==> src/rtl/boot_select_pkg.sv <==
package boot_select_pkg;
  typedef enum logic [1:0] {
    TGT_FLASH  = 2'b00,
    TGT_SYSMEM = 2'b01,
    TGT_SRAM   = 2'b10
  } boot_tgt_e;
endpackage

==> src/rtl/boot_src_mux.sv <==
module boot_src_mux (
  input  logic b0_from_opt,
  input  logic pin_level,
  input  logic opt_level,
  output logic primary
);
  always_comb primary = b0_from_opt ? opt_level : pin_level;
endmodule

==> src/rtl/boot_decode.sv <==
module boot_decode
  import boot_select_pkg::*;
#(
  parameter int WORD_W = 32
) (
  input  logic              primary,
  input  logic              secondary,
  input  logic [WORD_W-1:0] first_word,
  input  logic              first_word_ok,
  output boot_tgt_e         target
);
  localparam logic [WORD_W-1:0] ERASED = {WORD_W{1'b1}};

  logic flash_blank;
  always_comb begin
    flash_blank = first_word_ok && (first_word == ERASED);
    if (!primary)
      target = flash_blank ? TGT_SYSMEM : TGT_FLASH;
    else if (secondary)
      target = TGT_SYSMEM;
    else
      target = TGT_SRAM;
  end
endmodule

==> src/rtl/boot_capture.sv <==
module boot_capture
  import boot_select_pkg::*;
(
  input  logic      clk,
  input  logic      rst,
  input  boot_tgt_e next_tgt,
  output logic [1:0] tgt_q,
  output logic       strobe_q
);
  logic decided;

  always_ff @(posedge clk) begin
    if (rst) begin
      tgt_q    <= TGT_FLASH;
      strobe_q <= 1'b0;
      decided  <= 1'b0;
    end else if (!decided) begin
      tgt_q    <= next_tgt;
      strobe_q <= 1'b1;
      decided  <= 1'b1;
    end else begin
      strobe_q <= 1'b0;
    end
  end
endmodule

==> src/rtl/boot_select.sv <==
module boot_select
  import boot_select_pkg::*;
#(
  parameter int WORD_W = 32
) (
  input  logic              clk,
  input  logic              rst,
  input  logic              boot_pin,
  input  logic              opt_b0_from_opt,
  input  logic              opt_boot0,
  input  logic              opt_boot1,
  input  logic [WORD_W-1:0] flash_word,
  input  logic              flash_word_valid,
  output logic [1:0]        boot_target,
  output logic              boot_valid
);
  logic      primary;
  boot_tgt_e decoded;

  boot_src_mux u_mux (
    .b0_from_opt (opt_b0_from_opt),
    .pin_level   (boot_pin),
    .opt_level   (opt_boot0),
    .primary     (primary)
  );

  boot_decode #(.WORD_W(WORD_W)) u_dec (
    .primary       (primary),
    .secondary     (opt_boot1),
    .first_word    (flash_word),
    .first_word_ok (flash_word_valid),
    .target        (decoded)
  );

  boot_capture u_cap (
    .clk      (clk),
    .rst      (rst),
    .next_tgt (decoded),
    .tgt_q    (boot_target),
    .strobe_q (boot_valid)
  );
endmodule

==> config.mk <==
export PLATFORM = sky130hd
export DESIGN_NAME = boot_select
export DESIGN_NICKNAME = d
export VERILOG_FILES = /design/src/rtl/boot_select_pkg.sv /design/src/rtl/boot_src_mux.sv /design/src/rtl/boot_decode.sv /design/src/rtl/boot_capture.sv /design/src/rtl/boot_select.sv
export SDC_FILE = /design/constraint.sdc
export NUM_CORES = 1
export LEC_CHECK = 0
export BUFFER_PORTS_ARGS = -buffer_cell sky130_fd_sc_hd__clkbuf_2
export CORE_AREA = 2 2 39 41
export DETAILED_ROUTE_END_ITERATION = 8
export DIE_AREA = 0 0 41 43
export GPL_TIMING_DRIVEN = 0
export PLACE_DENSITY = 0.6
export SETUP_SLACK_MARGIN = 0.1
export SLEW_MARGIN = 20
export SYNTH_ARGS = -nofsm -noshare
export SYNTH_HDL_FRONTEND = slang
export SYNTH_SLANG_ARGS = --single-unit
==> constraint.sdc <==
create_clock -name clk -period 1 [get_ports clk]
set_input_delay 0.15 -clock clk [delete_from_list [all_inputs] [get_ports clk]]
set_output_delay 0.15 -clock clk [all_outputs]
set_load 0.05 [all_outputs]
==> results of run 1 <==
## registers in the layout, summed over array words and instances (netlist names)
signal and cells:
u_cap.tgt_q 2, u_cap.decided 1, u_cap.strobe_q 1
## cells by family after synthesis
logic type      Yosys count  share of synthesized area [%]
flops                     4                           39.0
mux                       1                           4.88
simple gates             18                           48.8
buf+inv                   1                           1.83
compound gates            2                           5.49
## through the flow
stage | area, um2 | setup TNS, ns | setup slack (ns) | utilization (%)
floorplan | 209 | 0 | 0.103 | -
global placement | 434 | 0 | 0.00311 | 31.4
finish | 497 | 0 | 0.0914 | 35.9
global route | 497 | 0 | 0.0632 | 35.9
CTS | 494 | 0 | 0.0674 | 35.7
detailed placement | 434 | -0.0407 | -0.0407 | 31.4
## worst max-delay path, delay by kind of cell (launching register included)
family,cells,cell delay [ns]
and+or+nand+nor,2,0.44
DFF,1,0.31
AOI/OAI and AO/OA,1,0.04
## worst min path at each step
stage                endpoint  slack (ns)
4_1_cts        u_cap.tgt_q[1]        0.09
3_5_place_dp   u_cap.tgt_q[1]        0.34
5_1_grt        u_cap.tgt_q[1]         0.1
3_3_place_gp   u_cap.strobe_q        0.34
6_report       u_cap.tgt_q[1]        0.10
2_1_floorplan  u_cap.tgt_q[1]        0.21
## layout make-up
type	instances	area, um2	share of cell area (%)
timing repair buffer	42	235	47.4
multi-input combinational	21	131	26.4
sequential	4	83.8	16.9
clock buffer	3	22.5	4.53
tap	16	20.0	4.03
inverter	1	3.75	0.756
## per-layer routing
| metal | GRT usage (%) | vias to the layer above | part of all wire (%) |
|---|---|---|---|
| met5 | 0 | - | 0 |
| met4 | 12.7 | 0 | 1.1 |
| met3 | 0.524 | 2 | 8.8 |
| met2 | 18.8 | 22 | 55 |
| met1 | 8.92 | 155 | 35 |
| li1 | - | 193 | - |
## synthesized netlist by cell type
cell type,count,area (um2)
sky130_fd_sc_hd__inv_1,1,3.75
sky130_fd_sc_hd__a21oi_1,1,5.00
sky130_fd_sc_hd__nand3_1,2,10.0
sky130_fd_sc_hd__a31oi_1,1,6.26
sky130_fd_sc_hd__nand4_1,7,43.8
sky130_fd_sc_hd__nand2b_1,1,6.26
sky130_fd_sc_hd__nand2_1,3,11.3
sky130_fd_sc_hd__nor2_1,1,3.75
sky130_fd_sc_hd__mux2i_1,1,10.0
sky130_fd_sc_hd__or3_1,1,6.26
sky130_fd_sc_hd__and3_1,1,6.26
sky130_fd_sc_hd__nor4_1,2,12.5
sky130_fd_sc_hd__dfxtp_1,4,80.1
## where the power goes
group	internal (mW)	switching (mW)	leakage, nW	total (mW)
logic	0.0822	0.0583	0.221	0.140
clock network	0.134	0.0673	0.0138	0.202
registers	0.170	0.00570	0.0340	0.176
## repair_timing
item | CTS | global route
setup buffers | 1 | 0
setup endpoints to repair | 5 | 5
gates resized for setup | 7 | 3
==> flow_results.org, run 1 <==
** Setup path
- Following the worst setup path forward leads to its endpoint at u_cap.tgt_q[0].
- Capture point of the worst reg-to-reg path :: u_cap.tgt_q[0]
- Crit path capture type :: flip-flop
- Worst reg2reg startpoint :: u_cap.decided
- The largest individual stage delay along the critical path comes from the cell sky130_fd_sc_hd__or3_4.
- The worst register-to-register path has a depth of 3.
- WP data required :: 1.11 ns
- The signal on the critical path passes through or3_4, nand3_2, a31oi_1.
- Setup slack on the worst flop-to-flop path :: just over 0.09 ns
- Slowest stage delay, CP :: 0.37 ns
- The worst setup path is of the reg2reg kind.
- Data arrival time at the worst-slack endpoint :: roughly 1 ns
- The most critical setup path has its startpoint at u_cap.decided.
- The worst setup path is launched from a flip-flop.
- Of all nets on the critical path, the largest fanout is 2.

** STA
- Setup repair after global routing missed its margin :: true
- Highest clock rate :: 1100 MHz
- Pins Over Slew Limit :: 0
- On the final layout, the worst hold slack is roughly 0.10 ns.
- The number of failing hold endpoints at the final stage is 0.
- Worst max-slew margin expressed relative to the limit :: approximately 80%
- For the pin with the worst max-slew slack, the measured transition is between 0.2 and 0.3 ns.
- Post-layout min period :: around 0.9 ns
- For the final database, setup skew stands at between 0.0002 and 0.00025 ns.
- Period Utilization, post-route :: approximately nine tenths
- Total of endpoints with negative setup slack in the final report :: 0

** Clock network
- The clock net in this run drives a total of 4 sinks.
- In this run the number of H-tree levels came out at 1.
- Insertion delay to the later sink of the worst-skew pair :: roughly 0.23 ns
- TritonCTS built the clock tree.
- Hold buffers post-CTS :: 0
- No sink is reached through more buffers than the 2 on the longest clock path.
- Clock transition at the registers of the reported paths :: approximately 0.04 ns
- Clock Tree Root :: sky130_fd_sc_hd__clkbuf_4
- CTS buffer count :: 3

** Final layout
- The finished layout holds a little under 90 standard cells, fillers aside.
- In the final layout, the share of cells above drive strength 1 is a little over two thirds.
- Commonest cells after routing, fill and taps aside :: sky130_fd_sc_hd__clkbuf_2, sky130_fd_sc_hd__nand4_1, sky130_fd_sc_hd__nand2_1, sky130_fd_sc_hd__clkbuf_4, sky130_fd_sc_hd__dfxtp_2
- Counting the fill cells in the layout gives between 100 and 150.
- Most common library cell in the layout ignoring fill and taps :: sky130_fd_sc_hd__clkbuf_2
- Synth-to-layout area growth :: 142%
- Antenna diodes :: 0
- The net count of the finished layout is 112.

** Synthesis
- The synthesized netlist occupies a cell area of between 200 and 250 um2.
- Post-Synthesis Net Count :: 65
- Yosys printed 0 warnings.
- Post-synthesis average cell area :: roughly 8 um2
- Counting every instance in the synthesized netlist gives 26.
- Counting flops and latches in the post-synthesis netlist gives 4.
- Yosys cell types :: 13
- Sequential share of the synthesized area :: approximately two fifths

** Hold path
- The min-delay analysis places its worst path in the category in2reg.
- The worst hold path begins at rst.
- Cell count of the worst hold path :: 2

** Power
- In this run the static leakage power is ~0.27 nW.
- Across the VDD grid, the largest voltage drop is between 0.0002 and 0.00025 V.
- Total power density per cell area :: 1040 mW/mm2
- The completed layout was analyzed and its total power is a little over 0.5 mW.

** Status
- The flow ran to the end, and the final reports show no timing, DRC or antenna violations.

** Global route
- Global routing finished with a remaining overflow of 0.
- First-pass GRT wire length :: 1270 um
- Across every metal layer, demand over resource in global routing totals 10.8%.
- Largest net degree at the start of global routing :: 5
- Number of antenna violations at the first check in global routing :: 0
- The via count of the first global-routing pass was around 390.

** Floorplan
- The die is 41 um wide.
- 42 I/O pins were placed.
- The core region is ~0.0014 mm2.
- Effective utilization at floorplan :: 14.8%
- Number of standard-cell rows in the floorplan :: 14
- Height of the die :: 43 um
- The die covers ~0.0018 mm2.

** Routing
- Via-per-instance ratio :: 4.28
- Remaining routing DRC violations :: 0
- Sum of routed wire length over all layers :: ~800 um
- First-iteration detailed-routing DRC count :: 6
- Via total after detailed routing :: ~370
- Antenna Nets Post-Route :: 0
- Number of search-and-repair iterations in the first detailed-routing pass :: 2
- Dividing the detail-routed wire length by the instance count gives 9.18 um.

** Place
- Buffers placed on the I/O ports in this run total about 40.
- Detailed-placement wirelength estimate :: approximately 690 um
- The congestion estimate from routability-driven global placement came to 0.623.
- Inst Count DP :: 83

** Flow run
- Max-cap violations in this run came to 0.
Note: power is estimated with default switching activity, not from simulation.
==> inputs of run 2 (changes only) <==
Settings changed: PLACE_DENSITY 0.6 to 0.63.
==> flow_results.org, run 2 (synthesis results as in run 1) <==
** Final layout
- Final cell count without fillers :: slightly below 90
- The library cells used most frequently in the layout, excluding fill and tap cells, are sky130_fd_sc_hd__clkbuf_2, sky130_fd_sc_hd__nand4_1, sky130_fd_sc_hd__nand2_1, sky130_fd_sc_hd__clkbuf_4, sky130_fd_sc_hd__dfxtp_2.
- Biggest regs :: u_cap.tgt_q (2), u_cap.decided (1), u_cap.strobe_q (1)
- With fillers left out, the area of the finished cells amounts to 493 um2.
- Most common library cell in the layout ignoring fill and taps :: sky130_fd_sc_hd__clkbuf_2
- In the final layout, the share of cells above drive strength 1 is a little over two thirds.
- For this run, the post-layout net count is around 110.
- Synth-to-layout area growth :: 140%
- Counting flops per register, the top entry is u_cap.tgt_q.
- Antenna diodes :: 0
- The register with the most flip-flops in the layout has 2 of them.
- Share of the core filled with cells in the final layout :: roughly 36%

** Setup path
- At the worst endpoint, the required time is ~1.1 ns.
- CP top delay family :: simple AND/OR/NAND/NOR gates
- The worst setup path is captured at a flip-flop.
- The critical path goes through or3_4, nand3_2, a31oi_1.
- In this run the critical register-to-register path is launched from u_cap.decided.
- Data arrival time at the worst-slack endpoint :: 1.00 ns
- On the worst path, the slowest cell contributes a delay of 0.37 ns.
- STA classifies the critical path startpoint as a flip-flop.
- Counting both buffers and inverters, the worst setup path holds a total of 0.
- The worst setup path is of the reg2reg kind.
- Crit path max-delay cell type :: sky130_fd_sc_hd__or3_4
- Largest driver fanout on the critical path :: 2
- Start point of the critical path :: u_cap.decided

** STA
- Total of endpoints with negative setup slack in the final report :: 0
- In the finished design, the share of the clock period the worst path needs comes to about nine tenths.
- Slew @ Worst Pin :: about 0.24 ns
- For this run, the top clock speed supported by timing is approximately 1100 MHz.
- Worst max-slew margin expressed relative to the limit :: 83.7%
- The number of slew-limit violations in the final report was 0.
- Final clock skew :: about 0.0037 ns
- The number of failing hold endpoints at the final stage came to 0.
- Setup repair after global routing could not meet its margin everywhere.
- Final setup slack of the worst path :: about 0.098 ns
- Post-layout min period :: about 0.90 ns

** Clock network
- TritonCTS clock tree :: done
- The clock drives 4 sinks.
- Clock tree buffer depth :: 2
- Buffers inserted to repair hold after CTS numbered 0.
- CTS placed an instance of sky130_fd_sc_hd__clkbuf_4 at the clock tree root.
- Number of H-tree levels :: 1
- Clock transition at the registers of the reported paths :: around 0.04 ns
- CTS buffer count :: 3
- Insertion delay to the later sink of the worst-skew pair :: 0.23 ns

** Power
- Registers are responsible for a little over a third of the overall power.
- Net switching component of the power :: about 0.12 mW
- Switching part of the total power :: a little under a quarter
- Summed over all cells, the static leakage comes to 0.267 nW.
- Worst vdd ir :: a little under 0.0003 V
- The internal power of the cells totals 0.384 mW.
- For this design the ratio of total power to cell area is just over 1000 mW/mm2.
- Share of power burned in the clock network :: a little under two fifths
- Proportion of power drawn by combinational gates :: between 20% and 30%

** Flow run
- The tool flagged a number of max-cap violations equal to 0.

** Routing
- Sum of routed wire length over all layers :: between 700 and 800 um
- Across all layers, the routed design uses 370 vias.
- In this run the remaining antenna-violating nets after routing total 0.
- Via-per-instance ratio :: 4.25
- Average wire length per cell after detail routing :: ~8.2 um
- In the routed design, unresolved DRC markers number 0.
- The detailed router finished its first iteration with 0 violations.
- For this run, the detailed router's first-pass iteration total came to 1.

** Global route
- After global routing the overflow that remains totals 0.
- The via count of the first global-routing pass came to roughly 380.
- The first global-routing pass estimated ~1200 um of wire.
- Number of antenna violations at the first check in global routing :: 0
- In the global route stage, overall resource usage came out at a little over a tenth.
- Largest net degree at the start of global routing :: 5

** Floorplan
- Effective utilization at floorplan :: 14.8%
- Chip width :: 41 um
- The floorplan has 14 rows.
- During I/O placement, the number of pins put on the boundary was 42.
- Floorplan die area :: about 0.0018 mm2
- Measured along the y axis, the die boundary spans ~43 um.
- Floorplan core area :: about 0.0014 mm2

** Status
- Outcome :: completed

** Place
- Before CTS, the worst setup slack after placement is -0.0221 ns.
- Gpl congestion :: 0.644
- Placed instance area :: ~430 um2
- Inst Count DP :: 83
- Detailed-placement wirelength estimate :: 697 um
- Input and output buffers added on the ports amount to 41.

** Hold path
- The min-delay analysis places its worst path in the category in2reg.
- HP Start :: rst
## run 2: cell type report
type | count | area [um2]
Clock buffer | 3 | 22.5
Fill cell | 158 | 891
Inverter | 1 | 3.75
Multi-Input combinational cell | 21 | 131
Sequential cell | 4 | 83.8
Tap cell | 16 | 20.0
Timing Repair Buffer | 42 | 231
## run 2: stage by stage
stage	hold WS, ns	total power, mW	setup TNS (ns)
5_1_grt	0.0954	0.545	0
2_1_floorplan	0.212	0.219	0
3_5_place_dp	0.342	0.299	-0.0221
6_report	0.0988	0.503	0
4_1_cts	0.0988	0.508	0
3_3_place_gp	0.340	0.297	0
## run 2: timing repair
item,CTS,global route
buffers inserted,1,0
gates resized for setup,6,4
setup endpoints to repair,5,4
## run 2: power by group through the flow
stage               clock network (mW)  registers, mW  logic, mW
finish                           0.192          0.176      0.135
global route                     0.219          0.177      0.150
CTS                              0.198          0.175      0.135
detailed placement                   0          0.178      0.121
global placement                     0          0.178      0.119
floorplan                            0          0.200     0.0190
## run 2: final timing paths
path	to	slack (ns)	cells past startpoint
worst max-delay path	u_cap.tgt_q[0]	0.1	3
worst min-delay path	u_cap.tgt_q[1]	0.1	2
worst max register to register	u_cap.tgt_q[0]	0.1	3
worst min register to register	u_cap.tgt_q[1]	0.48	2
## run 2: routing by layer
metal / wire [um] / vias to the layer above / GRT usage [%] / part of all wire, %
li1: - / 193 / - / -
met1: 197 / 153 / 8.31 / 28
met2: 431 / 22 / 19.4 / 60
met3: 76 / 2 / 1.57 / 11
met4: 11 / 0 / 9.33 / 1.5
met5: 0 / - / 0 / 0
